[config.mk]
export PLATFORM = sky130hd
export DESIGN_NAME = dip_parity
export DESIGN_NICKNAME = d
export VERILOG_FILES = /design/src/rtl/dip_pkg.sv /design/src/rtl/dip_accum.sv /design/src/rtl/dip_fold.sv /design/src/rtl/dip_out.sv /design/src/rtl/dip_parity.sv
export SDC_FILE = /design/constraint.sdc
export NUM_CORES = 1
export LEC_CHECK = 0
export CORE_ASPECT_RATIO = 1.75
export CORE_UTILIZATION = 45
export CTS_BUF_LIST = sky130_fd_sc_hd__clkbuf_8
export DETAILED_ROUTE_END_ITERATION = 6
export PLACE_DENSITY_LB_ADDON = 0.15
export SLEW_MARGIN = 20
export SYNTH_ARGS = -nofsm -noshare
export SYNTH_HDL_FRONTEND = slang
export SYNTH_HIERARCHICAL = 1
export SYNTH_SLANG_ARGS = --single-unit
[constraint.sdc]
create_clock -name clk_i -period 1.7 [get_ports clk_i]
set_clock_uncertainty 0.2 [all_clocks]
set_input_delay 0.51 -clock clk_i [delete_from_list [all_inputs] [get_ports clk_i]]
set_output_delay 0.51 -clock clk_i [all_outputs]
set_load 0.005 [all_outputs]
[src/rtl/dip_pkg.sv]
package dip_pkg;
  typedef enum logic {
    DIP_GEN   = 1'b0,
    DIP_CHECK = 1'b1
  } dip_mode_e;
endpackage

[src/rtl/dip_accum.sv]
module dip_accum #(
  parameter int DATA_W = 16,
  parameter int CODE_W = 4
) (
  input  logic              clk_i,
  input  logic              rst_ni,
  input  logic              valid_i,
  input  logic              ctrl_i,
  input  logic [DATA_W-1:0] data_i,
  output logic [DATA_W-1:0] sum_o
);
  localparam logic [DATA_W-1:0] FieldOnes = {{(DATA_W-CODE_W){1'b0}}, {CODE_W{1'b1}}};

  logic [DATA_W-1:0] acc_q;
  logic [DATA_W-1:0] word_eff;

  // code field counts as all ones inside control words
  assign word_eff = ctrl_i ? (data_i | FieldOnes) : data_i;
  assign sum_o    = {acc_q[DATA_W-2:0], acc_q[DATA_W-1]} ^ word_eff;

  always_ff @(posedge clk_i or negedge rst_ni) begin
    if (!rst_ni)      acc_q <= '0;
    else if (valid_i) acc_q <= ctrl_i ? '0 : sum_o;
  end

  p_acc_clear_r5: assert property (@(posedge clk_i) disable iff (!rst_ni)
    (valid_i && ctrl_i) |=> (acc_q == '0));

  p_idle_hold_r2: assert property (@(posedge clk_i) disable iff (!rst_ni)
    !valid_i |=> $stable(acc_q));
endmodule

[src/rtl/dip_fold.sv]
module dip_fold #(
  parameter int IN_W  = 16,
  parameter int OUT_W = 4
) (
  input  logic [IN_W-1:0]  sum_i,
  output logic [OUT_W-1:0] code_o
);
  localparam int Parts = IN_W / OUT_W;

  logic [OUT_W-1:0] chain [Parts+1];

  assign chain[0] = '0;
  // byte-then-nibble fold is the XOR of all OUT_W-wide slices
  for (genvar g = 0; g < Parts; g++) begin : g_slice
    assign chain[g+1] = chain[g] ^ sum_i[g*OUT_W +: OUT_W];
  end

  assign code_o = chain[Parts];
endmodule

[src/rtl/dip_out.sv]
module dip_out
  import dip_pkg::*;
#(
  parameter int        DATA_W = 16,
  parameter int        CODE_W = 4,
  parameter dip_mode_e MODE   = DIP_GEN
) (
  input  logic              clk_i,
  input  logic              rst_ni,
  input  logic              valid_i,
  input  logic              ctrl_i,
  input  logic [DATA_W-1:0] data_i,
  input  logic [CODE_W-1:0] code_i,
  output logic              valid_o,
  output logic              ctrl_o,
  output logic [DATA_W-1:0] data_o,
  output logic [CODE_W-1:0] code_o,
  output logic              err_o
);
  logic              is_ctrl;
  logic [DATA_W-1:0] word_nxt;
  logic              err_nxt;

  assign is_ctrl = valid_i && ctrl_i;

  if (MODE == DIP_GEN) begin : g_gen
    assign word_nxt = is_ctrl ? {data_i[DATA_W-1:CODE_W], code_i} : data_i;
    assign err_nxt  = 1'b0;
  end else begin : g_chk
    assign word_nxt = data_i;
    assign err_nxt  = is_ctrl && (data_i[CODE_W-1:0] != code_i);
  end

  always_ff @(posedge clk_i or negedge rst_ni) begin
    if (!rst_ni) begin
      valid_o <= 1'b0;
      ctrl_o  <= 1'b0;
      data_o  <= '0;
      code_o  <= '0;
      err_o   <= 1'b0;
    end else begin
      valid_o <= valid_i;
      ctrl_o  <= is_ctrl;
      data_o  <= word_nxt;
      err_o   <= err_nxt;
      if (is_ctrl) code_o <= code_i;
    end
  end

  p_vld_pipe_r10: assert property (@(posedge clk_i) disable iff (!rst_ni)
    valid_o == $past(valid_i));

  p_code_hold_r6: assert property (@(posedge clk_i) disable iff (!rst_ni)
    !$past(valid_i && ctrl_i) |-> $stable(code_o));

  p_err_src_r8: assert property (@(posedge clk_i) disable iff (!rst_ni)
    err_o |-> $past(valid_i && ctrl_i));

  if (MODE == DIP_GEN) begin : g_gen_chk
    p_field_ins_r7: assert property (@(posedge clk_i) disable iff (!rst_ni)
      (valid_o && ctrl_o) |-> (data_o[CODE_W-1:0] == code_o));
  end
endmodule

[src/rtl/dip_parity.sv]
module dip_parity
  import dip_pkg::*;
#(
  parameter int        DATA_W = 16,
  parameter int        CODE_W = 4,
  parameter dip_mode_e MODE   = DIP_GEN
) (
  input  logic              clk_i,
  input  logic              rst_ni,
  input  logic              valid_i,
  input  logic              ctrl_i,
  input  logic [DATA_W-1:0] data_i,
  output logic              valid_o,
  output logic              ctrl_o,
  output logic [DATA_W-1:0] data_o,
  output logic [CODE_W-1:0] code_o,
  output logic              err_o
);
  logic [DATA_W-1:0] sum;
  logic [CODE_W-1:0] code;

  dip_accum #(.DATA_W(DATA_W), .CODE_W(CODE_W)) u_accum (
    .clk_i   (clk_i),
    .rst_ni  (rst_ni),
    .valid_i (valid_i),
    .ctrl_i  (ctrl_i),
    .data_i  (data_i),
    .sum_o   (sum)
  );

  dip_fold #(.IN_W(DATA_W), .OUT_W(CODE_W)) u_fold (
    .sum_i  (sum),
    .code_o (code)
  );

  dip_out #(.DATA_W(DATA_W), .CODE_W(CODE_W), .MODE(MODE)) u_out (
    .clk_i   (clk_i),
    .rst_ni  (rst_ni),
    .valid_i (valid_i),
    .ctrl_i  (ctrl_i),
    .data_i  (data_i),
    .code_i  (code),
    .valid_o (valid_o),
    .ctrl_o  (ctrl_o),
    .data_o  (data_o),
    .code_o  (code_o),
    .err_o   (err_o)
  );
endmodule

Word level (Yosys, flattened, before mapping)
Index checks and enable logic that the tools add are counted.
{"block": "totals", "reg_bits": 38, "in_bits": 20, "output_inout_bits": 23, "elab_cells": 13}
{"block": "classes", "muxes": 3, "bitwise": 4, "reduce_logical": 1}
{"cell": "two-way mux 16 bit", "count": 1}
{"cell": "bitwise XOR 16 bit", "count": 1}
{"cell": "bitwise XOR 4 bit", "count": 3}
{"cell": "two-way mux 4 bit", "count": 2}
{"cell": "logical AND 1 bit", "count": 1}

Longest topological paths before layout
Gate-level depths: netlist of the first run.
{"block": "depth", "ltp_word": 6, "mapped_depth": 6, "depth_no_buf": 6}

Hierarchy
The synthesis of the first run kept the hierarchy.
{"module": "dip_accum", "cells_per_inst": 89, "area_each_um2": 907.1, "instances": 1, "seq_area_each_um2": 400.4}
{"module": "dip_out", "cells_per_inst": 38, "area_each_um2": 656.9, "instances": 1, "seq_area_each_um2": 550.5}
{"module": "dip_fold", "cells_per_inst": 12, "area_each_um2": 105.1, "instances": 1, "seq_area_each_um2": 0.0}

Worst setup path after synthesis of the first run
Ideal clock, no wire load.
{"block": "synth_timing", "path_kind": "input to register", "startpoint": "input port data_i[8]", "endpoint": "register u_out.code_o[0]", "stages": 6, "t_required_ns": 1.382, "setup_slack_ns": 0.046, "setup_time_ns": 0.118, "n_path_buf": 0, "arrival_time_ns": 1.336, "cell_sequence": "xnor2_1 > inv_1 > xor2_1 > xnor2_1 > and3_1 > a21o_1"}
{"block": "synth_via", "elab_chain_cells": 3}
{"item": "start: declaration", "line_no": "dip_parity.sv:12", "source": "input logic [DATA_W-1:0] data_i,"}
{"item": "bitwise XOR 16 bit", "line_no": "dip_accum.sv:19", "source": "assign sum_o = {acc_q[DATA_W-2:0], acc_q[DATA_W-1]} ^ word_eff;"}
{"item": "named net sum[8]", "line_no": "dip_parity.sv:19", "source": "logic [DATA_W-1:0] sum;"}
{"item": "bitwise XOR 4 bit (2 in a row)", "line_no": "dip_fold.sv:15", "source": "assign chain[g+1] = chain[g] ^ sum_i[g*OUT_W +: OUT_W];"}
{"item": "named net code[0]", "line_no": "dip_parity.sv:20", "source": "logic [CODE_W-1:0] code;"}
{"item": "end signal: assignment", "line_no": "dip_out.sv:46", "source": "if (is_ctrl) code_o <= code_i;"}
{"item": "end: declaration", "line_no": "dip_out.sv:17", "source": "output logic [CODE_W-1:0] code_o,"}
The timed path passes the listed nets, and every way through them passes these cells.
A chain may end at the register's enable or synchronous reset.

Worst setup path in the final report of the first run
{"block": "layout_timing", "startpoint": "input port data_i[12]", "endpoint": "register u_out.code_o[0]"}
{"block": "layout_via", "elab_chain_cells": 2}
{"item": "bitwise XOR 16 bit", "line_no": "dip_accum.sv:19"}
{"item": "named net sum[12]", "line_no": "dip_parity.sv:19"}
{"item": "bitwise XOR 4 bit", "line_no": "dip_fold.sv:15"}
{"item": "named net code[0]", "line_no": "dip_parity.sv:20"}
The timed path passes the listed nets, and every way through them passes these cells.

==> results_dict.tcl, run 1 <==
set metrics [dict create \
    status "completed" \
    start_util_pct 48.1 \
    pre_cts_ws_ps -593 \
    post-route-util_pct 72.4 \
    synthesis.nets 159 \
    powerDensity_nw_per_um2 1020 \
    synth-compound-area-share_pct 13.3 \
    grt_max_degree 39 \
    synth_fa_ha_area_share_pct 0 \
    synth_warnings 6 \
    grt_pass1_wl_microns 5700 \
    synth_xor_area_share_pct 16.8 \
    hp-class "input pin to register" \
    hold_ws_ps 180 \
    first_pass_iters 4 \
    dieWidth_microns 48.0 \
    period_needed_ps 1670 \
    critPathSlowestCell "dlygate4sd2_1" \
    tritoncts "built" \
    finalHoldViolCount 0 \
    antenna_found_initial 0 \
    p_seq_share_pct 43.7 \
    setup_slack_ps 33.9 \
    cts_buffers 5 \
    multi_input_area_sq_um 699 \
    irDropWorstVdd_mv 0.724 \
    cap_violations 0 \
    path_clk_slew_ps 70 \
    gr-usage-all-layers_pct 21.4 \
    placed_cell_area_sq_um 2280 \
    power.static_leakage_nw 1.27 \
    final_cell_mix "dfrtp_1 (38), dlygate4sd2_1 (33), buf_4 (25)" \
    antenna_cells 0 \
    cp_data_required_time_ps 1680 \
    p_int_w 0.00184 \
    io_buffers 41 \
    cpPeakStageDelay_ps 270 \
    vias_per_cell 4.77 \
    overflow 0 \
    crit_chain "dlygate4sd2_1 > xnor2_2 > inv_2 > xor2_2 > xnor2_1 > and3_1 > a21o_1" \
    path_class "input pin to register" \
    post-route-period-util_pct 98.0 \
    io-pin-count 43 \
    cp-start-kind "input pin" \
    ys_seq_elements 38 \
    nNetsFinal 231 \
    fin_area_sq_um 2510 \
    wl_per_cell_microns 13.8 \
    coreArea_sq_um 3470 \
    slew_viol_final 0 \
    combPwrFrac_pct 32.8 \
    crit_arrival_ps 1640 \
    area_delta_synth_final_pct 50.4 \
    drc 0 \
    dieArea_sq_um 3970 \
    synth_top_family_by_area "XOR/XNOR gates" \
    area.sequential_sq_um 951 \
    synthCells 139 \
    fmax_ghz 0.600 \
    place.gp.congestion 0.814 \
    die_h_microns 82.6 \
    setup_viol 0 \
    synth.distinct_cells 16 \
    postRouteAntennaNets 0 \
    setup.worst_path.end_class "register" \
    std_cell_rows 28 \
    dp_hpwl_microns 2420 \
    final_common_cell "dfrtp_1" \
    root_buffer "clkbuf_8" \
    drtIter0Drc 14 \
    muxShareOfSynthArea_pct 0 \
    synthesis.area_sq_um 1670 \
    h-tree-depth 2 \
    cts.sinks 38 \
    cts.path.max_buffers 2 \
    post_route_cells_drive_above_1_share_pct 35.7 \
    synth-simple-area-share_pct 3.15 \
    routed-via-count 1216 \
    fillCellCount 251 \
    worstPathMaxFanout 2 \
    power.net_switching_w 0.000708 \
    insertion_delay_ps 290 \
    synth_seq_area_share_pct 57.0 \
    syn-mean-instance-area_sq_um 12.0 \
    pwr-share-clk_pct 23.6 \
    first_global_vias 1240 \
    netSwitchingFraction_pct 27.8 \
    drt_wl_total_microns 3530 \
]
-- worst max-delay path: cells and delay by family --
| kind | cells | cell delay (ps) |
|---|---|---|
| AOI/OAI and AO/OA | 1 | 150 |
| xor gates and xnor gates | 3 | 490 |
| and+or+nand+nor | 1 | 160 |
| buffers and inverters | 2 | 340 |
-- layer usage --
metal	part of all wire, %	vias up	global-route usage (%)
li1	-	566	-
met1	37	598	24.4
met2	56	40	35.5
met3	4.2	12	4.57
met4	3.5	0	11.7
met5	0	-	0
-- cell families (layout without fill, tap and decap cells) --
group,Yosys count,after routing
flops,38,38
simple gates,10,10
compound gates,24,24
other cells,1,1
xor+xnor,32,32
buf+inv,34,105
-- synth_stat cells (all sizes together) --
| master | number | area [sq um] |
|---|---|---|
| buf | 5 | 50.0 |
| conb | 1 | 3.75 |
| a21o | 8 | 60.1 |
| nand2 | 1 | 6.26 |
| nand2b | 1 | 6.26 |
| o22ai | 16 | 163 |
| xnor2 | 28 | 245 |
| inv | 29 | 109 |
| xor2 | 4 | 35.0 |
| dfrtp | 38 | 951 |
| nor2 | 4 | 15.0 |
| and3 | 4 | 25.0 |
-- state kept, by name (all words and copies together), names as in the netlist --
register	count
u_accum/acc_q	16
u_out/code_o	4
u_out/ctrl_o	1
u_out/data_o	16
u_out/valid_o	1
-- through the flow --
stage | instances | total power, W | TNS, ps
4_1_cts | 249 | 0.00251 | 0
2_1_floorplan | 139 | 0.00150 | 0
3_3_place_gp | 241 | 0.00186 | -9200
3_5_place_dp | 241 | 0.00189 | -9790
6_report | 255 | 0.00255 | 0
5_1_grt | 255 | 0.00271 | -10.2
-- worst paths after layout --
path,start,endpoint,slack [ps],cells after the start
max,data_i[12],u_out/code_o[0]$_DFFE_PN0P_,30,7
min,data_i[11],u_out/data_o[11]$_DFF_PN0_,180,1
max reg2reg,u_accum/acc_q[11]$_DFFE_PN0P_,u_out/code_o[0]$_DFFE_PN0P_,80,6
min reg2reg,u_out/code_o[1]$_DFFE_PN0P_,u_out/code_o[1]$_DFFE_PN0P_,290,1
max in group asynchronous,rst_ni,u_accum/acc_q[14]$_DFFE_PN0P_,590,3
min in group asynchronous,rst_ni,u_out/data_o[3]$_DFF_PN0_,510,3
-- power groups by stage --
stage	logic, W	registers (W)	clock network [W]
finish	0.000836	0.00111	0.000601
global route	0.000919	0.00113	0.000658
CTS	0.000766	0.00111	0.000632
detailed placement	0.000769	0.00112	0
global placement	0.000746	0.00111	0
floorplan	0.000383	0.00112	0
-- layout make-up --
type / instances / share of cell area [%]
flip-flops and latches: 38 / 37.9
multi-input cells: 67 / 27.9
clock buffers: 6 / 3.29
well taps: 45 / 2.24
repair buffers: 70 / 24.4
inverters: 29 / 4.34
-- repair_timing --
action | CTS | global route
pin swaps | 21 | 12
endpoints found under the setup margin | 46 | 9
resized for setup | 54 | 23
hold buffers | 1 | 0
setup buffers | 1 | 6
endpoints found under the hold margin | 38 | 0
No activity file was read; power rests on OpenSTA's default activity.
==> inputs of run 2 (changes only) <==
Settings changed: RECOVER_POWER set to 100.
Clock period 1.7 ns to 1.5 ns, I/O delays scaled along.
==> results_dict.tcl, run 2 (synthesized netlist as in run 1, its figures left out) <==
set metrics [dict create \
    status "finished, violations left" \
    violations "setup timing" \
    post_route_cells_drive_above_1_share_pct 49.6 \
    first_global_vias 1268 \
    routed-via-count 1248 \
    place.gp.congestion 0.843 \
    post-route-period-util_pct 107 \
    slew_viol_final 0 \
    cts.sinks 38 \
    path_class "input pin to register" \
    top_regs "u_accum/acc_q (16), u_out/data_o (16), u_out/code_o (4)" \
    r2r_cells 6 \
    wl_per_cell_microns 14.0 \
    area_delta_synth_final_pct 55.9 \
    max_slew_margin_pct 65.1 \
    drc 0 \
    hold_path_depth 1 \
    crit_family "XOR/XNOR gates" \
    fmax_ghz 0.625 \
    finalHoldViolCount 0 \
    io_buffers 41 \
    critPathSlowestCell "dlygate4sd2_1" \
    r2r_end "u_out/code_o[2]$_DFFE_PN0P_" \
    coreArea_sq_um 3470 \
    io-pin-count 43 \
    critPathLaunch "data_i[2]" \
    antenna_found_initial 0 \
    final_common_cell "buf_4" \
    crit_chain "dlygate4sd2_1 > nor2_4 > xnor2_1 > xnor2_1 > xnor2_1 > and3_1 > a21o_1" \
    powerDensity_nw_per_um2 1150 \
    dp_hpwl_microns 2570 \
    drt_wl_total_microns 3810 \
    overflow 0 \
    cap_violations 0 \
    drtIter0Drc 12 \
    start_util_pct 48.1 \
    grt_max_degree 39 \
    power.static_leakage_nw 1.29 \
    dieWidth_microns 48.0 \
    cp-start-kind "input pin" \
    tightest_slew_ps 524 \
    hp-class "input pin to register" \
    power_w 0.00299 \
    gr-usage-all-layers_pct 22.0 \
    vias_per_cell 4.57 \
    rr_startpoint "u_accum/acc_q[9]$_DFFE_PN0P_" \
    hp-start "data_i[10]" \
    setup.worst_path.end_class "register" \
    irDropWorstVdd_mv 1.10 \
    cpPeakStageDelay_ps 280 \
    dieArea_sq_um 3970 \
    r2r_setup_slack_ps -90 \
    hold_ws_ps 233 \
    period_needed_ps 1600 \
    root_buffer "clkbuf_8" \
    std_cell_rows 28 \
    cpMostUsedCell "xnor2_1" \
    tns_ps -706 \
    final_cell_mix "buf_4 (43), dfrtp_1 (34), inv_1 (22)" \
    setup_viol 12 \
    die_h_microns 82.6 \
    worstPathMaxFanout 2 \
    cts.path.max_buffers 2 \
    rsz0062_at_grt "true" \
    first_pass_iters 4 \
    insertion_delay_ps 290 \
    grt_pass1_wl_microns 5870 \
    critical_path_buf_inv_count 1 \
    crit_arrival_ps 1580 \
    hold_end "u_out/data_o[10]$_DFF_PN0_" \
    antenna_cells 0 \
    setup_slack_ps -100 \
    tritoncts "built" \
    cp_data_required_time_ps 1480 \
    nNetsFinal 248 \
    cts_buffers 5 \
    path_clk_slew_ps 70 \
    postRouteAntennaNets 0 \
    h-tree-depth 2 \
]
-- run 2: cell count changes in the layout (fill, tap and decap cells not counted), sizes merged --
cell	delta
clkbuf	+15
buf	+22
clkdlybuf4s15	+4
inv	+2
dlygate4sd2	-25
-- run 2: layout make-up --
class                           instances  area (sq um)
Timing Repair Buffer                   87           628
Multi-Input combinational cell         67           777
Clock inverter                          2          7.51
Sequential cell                        38           956
Inverter                               29           109
Fill cell                             243           866
Tap cell                               45          56.3
Clock buffer                            5          68.8
-- run 2: repair_timing --
action	CTS	global route
endpoints found under the setup margin	47	12
hold buffers	1	0
setup buffers	11	7
pin swaps	17	13
gates resized for setup	121	21
endpoints found under the hold margin	38	0
-- run 2: per-stage QoR --
step	util (%)	setup WS, ps	std cells	instance area [sq um]
after CTS	74.0	-116	266	2570
after floorplan	-	-29.1	139	1800
after global placement	70.8	-709	247	2460
after detailed placement	70.8	-736	247	2460
after global routing	75.0	-188	273	2600
final	75.0	-100	273	2600
-- run 2: how the worst max path moves through the flow --
stage | slack (ps) | endpoint | depth (start not counted)
2_1_floorplan | -30 | u_out/code_o[0]$_DFFE_PN0P_ | 6
3_3_place_gp | -710 | u_out/data_o[3]$_DFF_PN0_ | 7
3_5_place_dp | -740 | u_out/code_o[0]$_DFFE_PN0P_ | 7
4_1_cts | -120 | u_out/data_o[3]$_DFF_PN0_ | 6
5_1_grt | -190 | u_out/code_o[2]$_DFFE_PN0P_ | 7
6_report | -100 | u_out/code_o[2]$_DFFE_PN0P_ | 7
-- run 2: metal layers --
layer | track usage [%] | part of all wire (%) | vias to the layer above
met4 | 11.4 | 3.1 | 0
li1 | - | - | 599
met2 | 36.9 | 55 | 41
met5 | 0 | 0 | -
met1 | 24.8 | 37 | 598
met3 | 4.78 | 5.0 | 10
-- run 2: power breakdown --
group          internal, W  leakage, nW  switching [W]
Clock             0.000306       0.0466       0.000337
Combinational     0.000650        0.775       0.000428
Sequential         0.00117        0.464      0.0000957
Total              0.00213         1.29       0.000861
==> inputs of run 3 (changes only) <==
--- a/config.mk
+++ b/config.mk
@@ -13,3 +13,2 @@
 export RECOVER_POWER = 100
-export SLEW_MARGIN = 20
 export SYNTH_ARGS = -nofsm -noshare
==> constraint.sdc (replaced) <==
create_clock -name clk_i -period 1.5 [get_ports clk_i]
set_clock_uncertainty 0.2 [all_clocks]
set_input_delay 0.3 -clock clk_i [delete_from_list [all_inputs] [get_ports clk_i]]
set_output_delay 0.3 -clock clk_i [all_outputs]
set_load 0.005 [all_outputs]
==> results_dict.tcl, run 3 (synthesized netlist as in run 1, its figures left out) <==
set metrics [dict create \
    area.sequential_sq_um 951 \
    irDropWorstVdd_mv 0.876 \
    powerDensity_nw_per_um2 1130 \
    crit_arrival_ps 1590 \
    hold_ws_ps 112 \
    cts_buffers 5 \
    insertion_delay_ps 290 \
    setup_slack_ps -106 \
    multi_input_area_sq_um 684 \
    first_global_vias 1233 \
    place.gp.congestion 0.842 \
    fmax_ghz 0.623 \
    status "finished, violations left" \
    r2r_setup_slack_ps -110 \
    grt_max_degree 23 \
    drt_wl_total_microns 3440 \
    r2r_cells 6 \
    post-route-period-util_pct 107 \
    post-route-util_pct 72.9 \
    finalHoldViolCount 0 \
    overflow 0 \
    dieWidth_microns 48.0 \
    post_route_cells_drive_above_1_share_pct 34.5 \
    io-pin-count 43 \
    final_common_cell "dfrtp_1" \
    coreArea_sq_um 3470 \
    setup.worst_path.end_class "register" \
    wl_per_cell_microns 13.0 \
    start_util_pct 48.1 \
    cp_data_required_time_ps 1480 \
    routed-via-count 1225 \
    fin_cells 265 \
    first_pass_iters 3 \
    hp-class "input pin to register" \
    area_delta_synth_final_pct 51.5 \
    violations "setup timing" \
    gr-usage-all-layers_pct 20.2 \
    postRouteAntennaNets 0 \
    cp-start-kind "register" \
    setup_viol 8 \
    die_h_microns 82.6 \
    dieArea_sq_um 3970 \
    period_needed_ps 1610 \
    dp_cells 246 \
    rsz0062_at_grt "true" \
    antenna_cells 0 \
    path_class "register to register" \
    io_buffers 41 \
    std_cell_rows 28 \
    drc 0 \
    path_clk_slew_ps 70 \
    final_cell_mix "dfrtp_1 (38), dlygate4sd2_1 (36), buf_4 (31)" \
    worstPathMaxFanout 2 \
    hold_path_depth 1 \
    drtIter0Drc 8 \
    cts.path.max_buffers 2 \
    h-tree-depth 2 \
    root_buffer "clkbuf_8" \
    cts.sinks 38 \
    dp_hpwl_microns 2450 \
    grt_pass1_wl_microns 5410 \
    power.static_leakage_nw 1.31 \
    antenna_found_initial 0 \
    tritoncts "built" \
    fillCellCount 247 \
    cap_violations 0 \
    slew_viol_final 0 \
    nNetsFinal 240 \
    top_regs "u_accum/acc_q (16), u_out/data_o (16), u_out/code_o (4)" \
    vias_per_cell 4.62 \
]
[run 3: path summary, 6_finish.rpt]
path,start,to
setup / recovery,u_accum/acc_q[14]$_DFFE_PN0P_,u_out/data_o[3]$_DFF_PN0_
hold / removal,data_i[6],u_out/data_o[6]$_DFF_PN0_
setup reg to reg,u_accum/acc_q[14]$_DFFE_PN0P_,u_out/data_o[3]$_DFF_PN0_
hold reg to reg,u_out/code_o[2]$_DFFE_PN0P_,u_out/code_o[2]$_DFFE_PN0P_
max in group asynchronous,rst_ni,u_out/data_o[11]$_DFF_PN0_
min in group asynchronous,rst_ni,u_out/data_o[4]$_DFF_PN0_
[run 3: routing by layer]
layer	GRT usage (%)	vias up	share of wire, %
met1	23.3	589	39
met4	9.72	0	2.8
li1	-	593	-
met2	33.4	35	54
met5	0	-	0
met3	5.22	8	4.5
[run 3: final cells by class]
class	count	share of cell area (%)
Clock buffer	5	2.72
Clock inverter	2	0.297
Multi-Input combinational cell	67	27.1
Timing Repair Buffer	79	25.8
Tap cell	45	2.23
Inverter	29	4.30
Sequential cell	38	37.6
[run 3: where the power goes]
part / internal, W / switching [W] / total (W)
registers: 0.00117 / 0.0000842 / 0.00125
clock network: 0.000306 / 0.000329 / 0.000635
logic: 0.000579 / 0.000382 / 0.000961
total: 0.00205 / 0.000796 / 0.00285
[run 3: worst max-delay path, stage by stage (launching register included)]
cell	delay (ps)
dfrtp_1	410
xnor2_2	180
inv_2	70
xor2_2	190
xnor2_1	130
and3_1	180
a21o_1	150
[run 3: timing repair]
action | in CTS | in global routing
hold endpoints to repair | 16 | 0
buffers inserted | 5 | 6
resized for setup | 47 | 14
hold buffers | 1 | 0
pin swaps | 14 | 12
setup endpoints to repair | 46 | 8
[run 3: through the flow]
stage	power, W	instance area, sq um	setup WS, ps	setup TNS [ps]
5_1_grt	0.00302	2530	-168	-2310
3_5_place_dp	0.00218	2340	-635	-10000
3_3_place_gp	0.00215	2340	-577	-9320
6_report	0.00285	2530	-106	-650
2_1_floorplan	0.00172	1700	10.2	0
4_1_cts	0.00283	2500	-135	-689
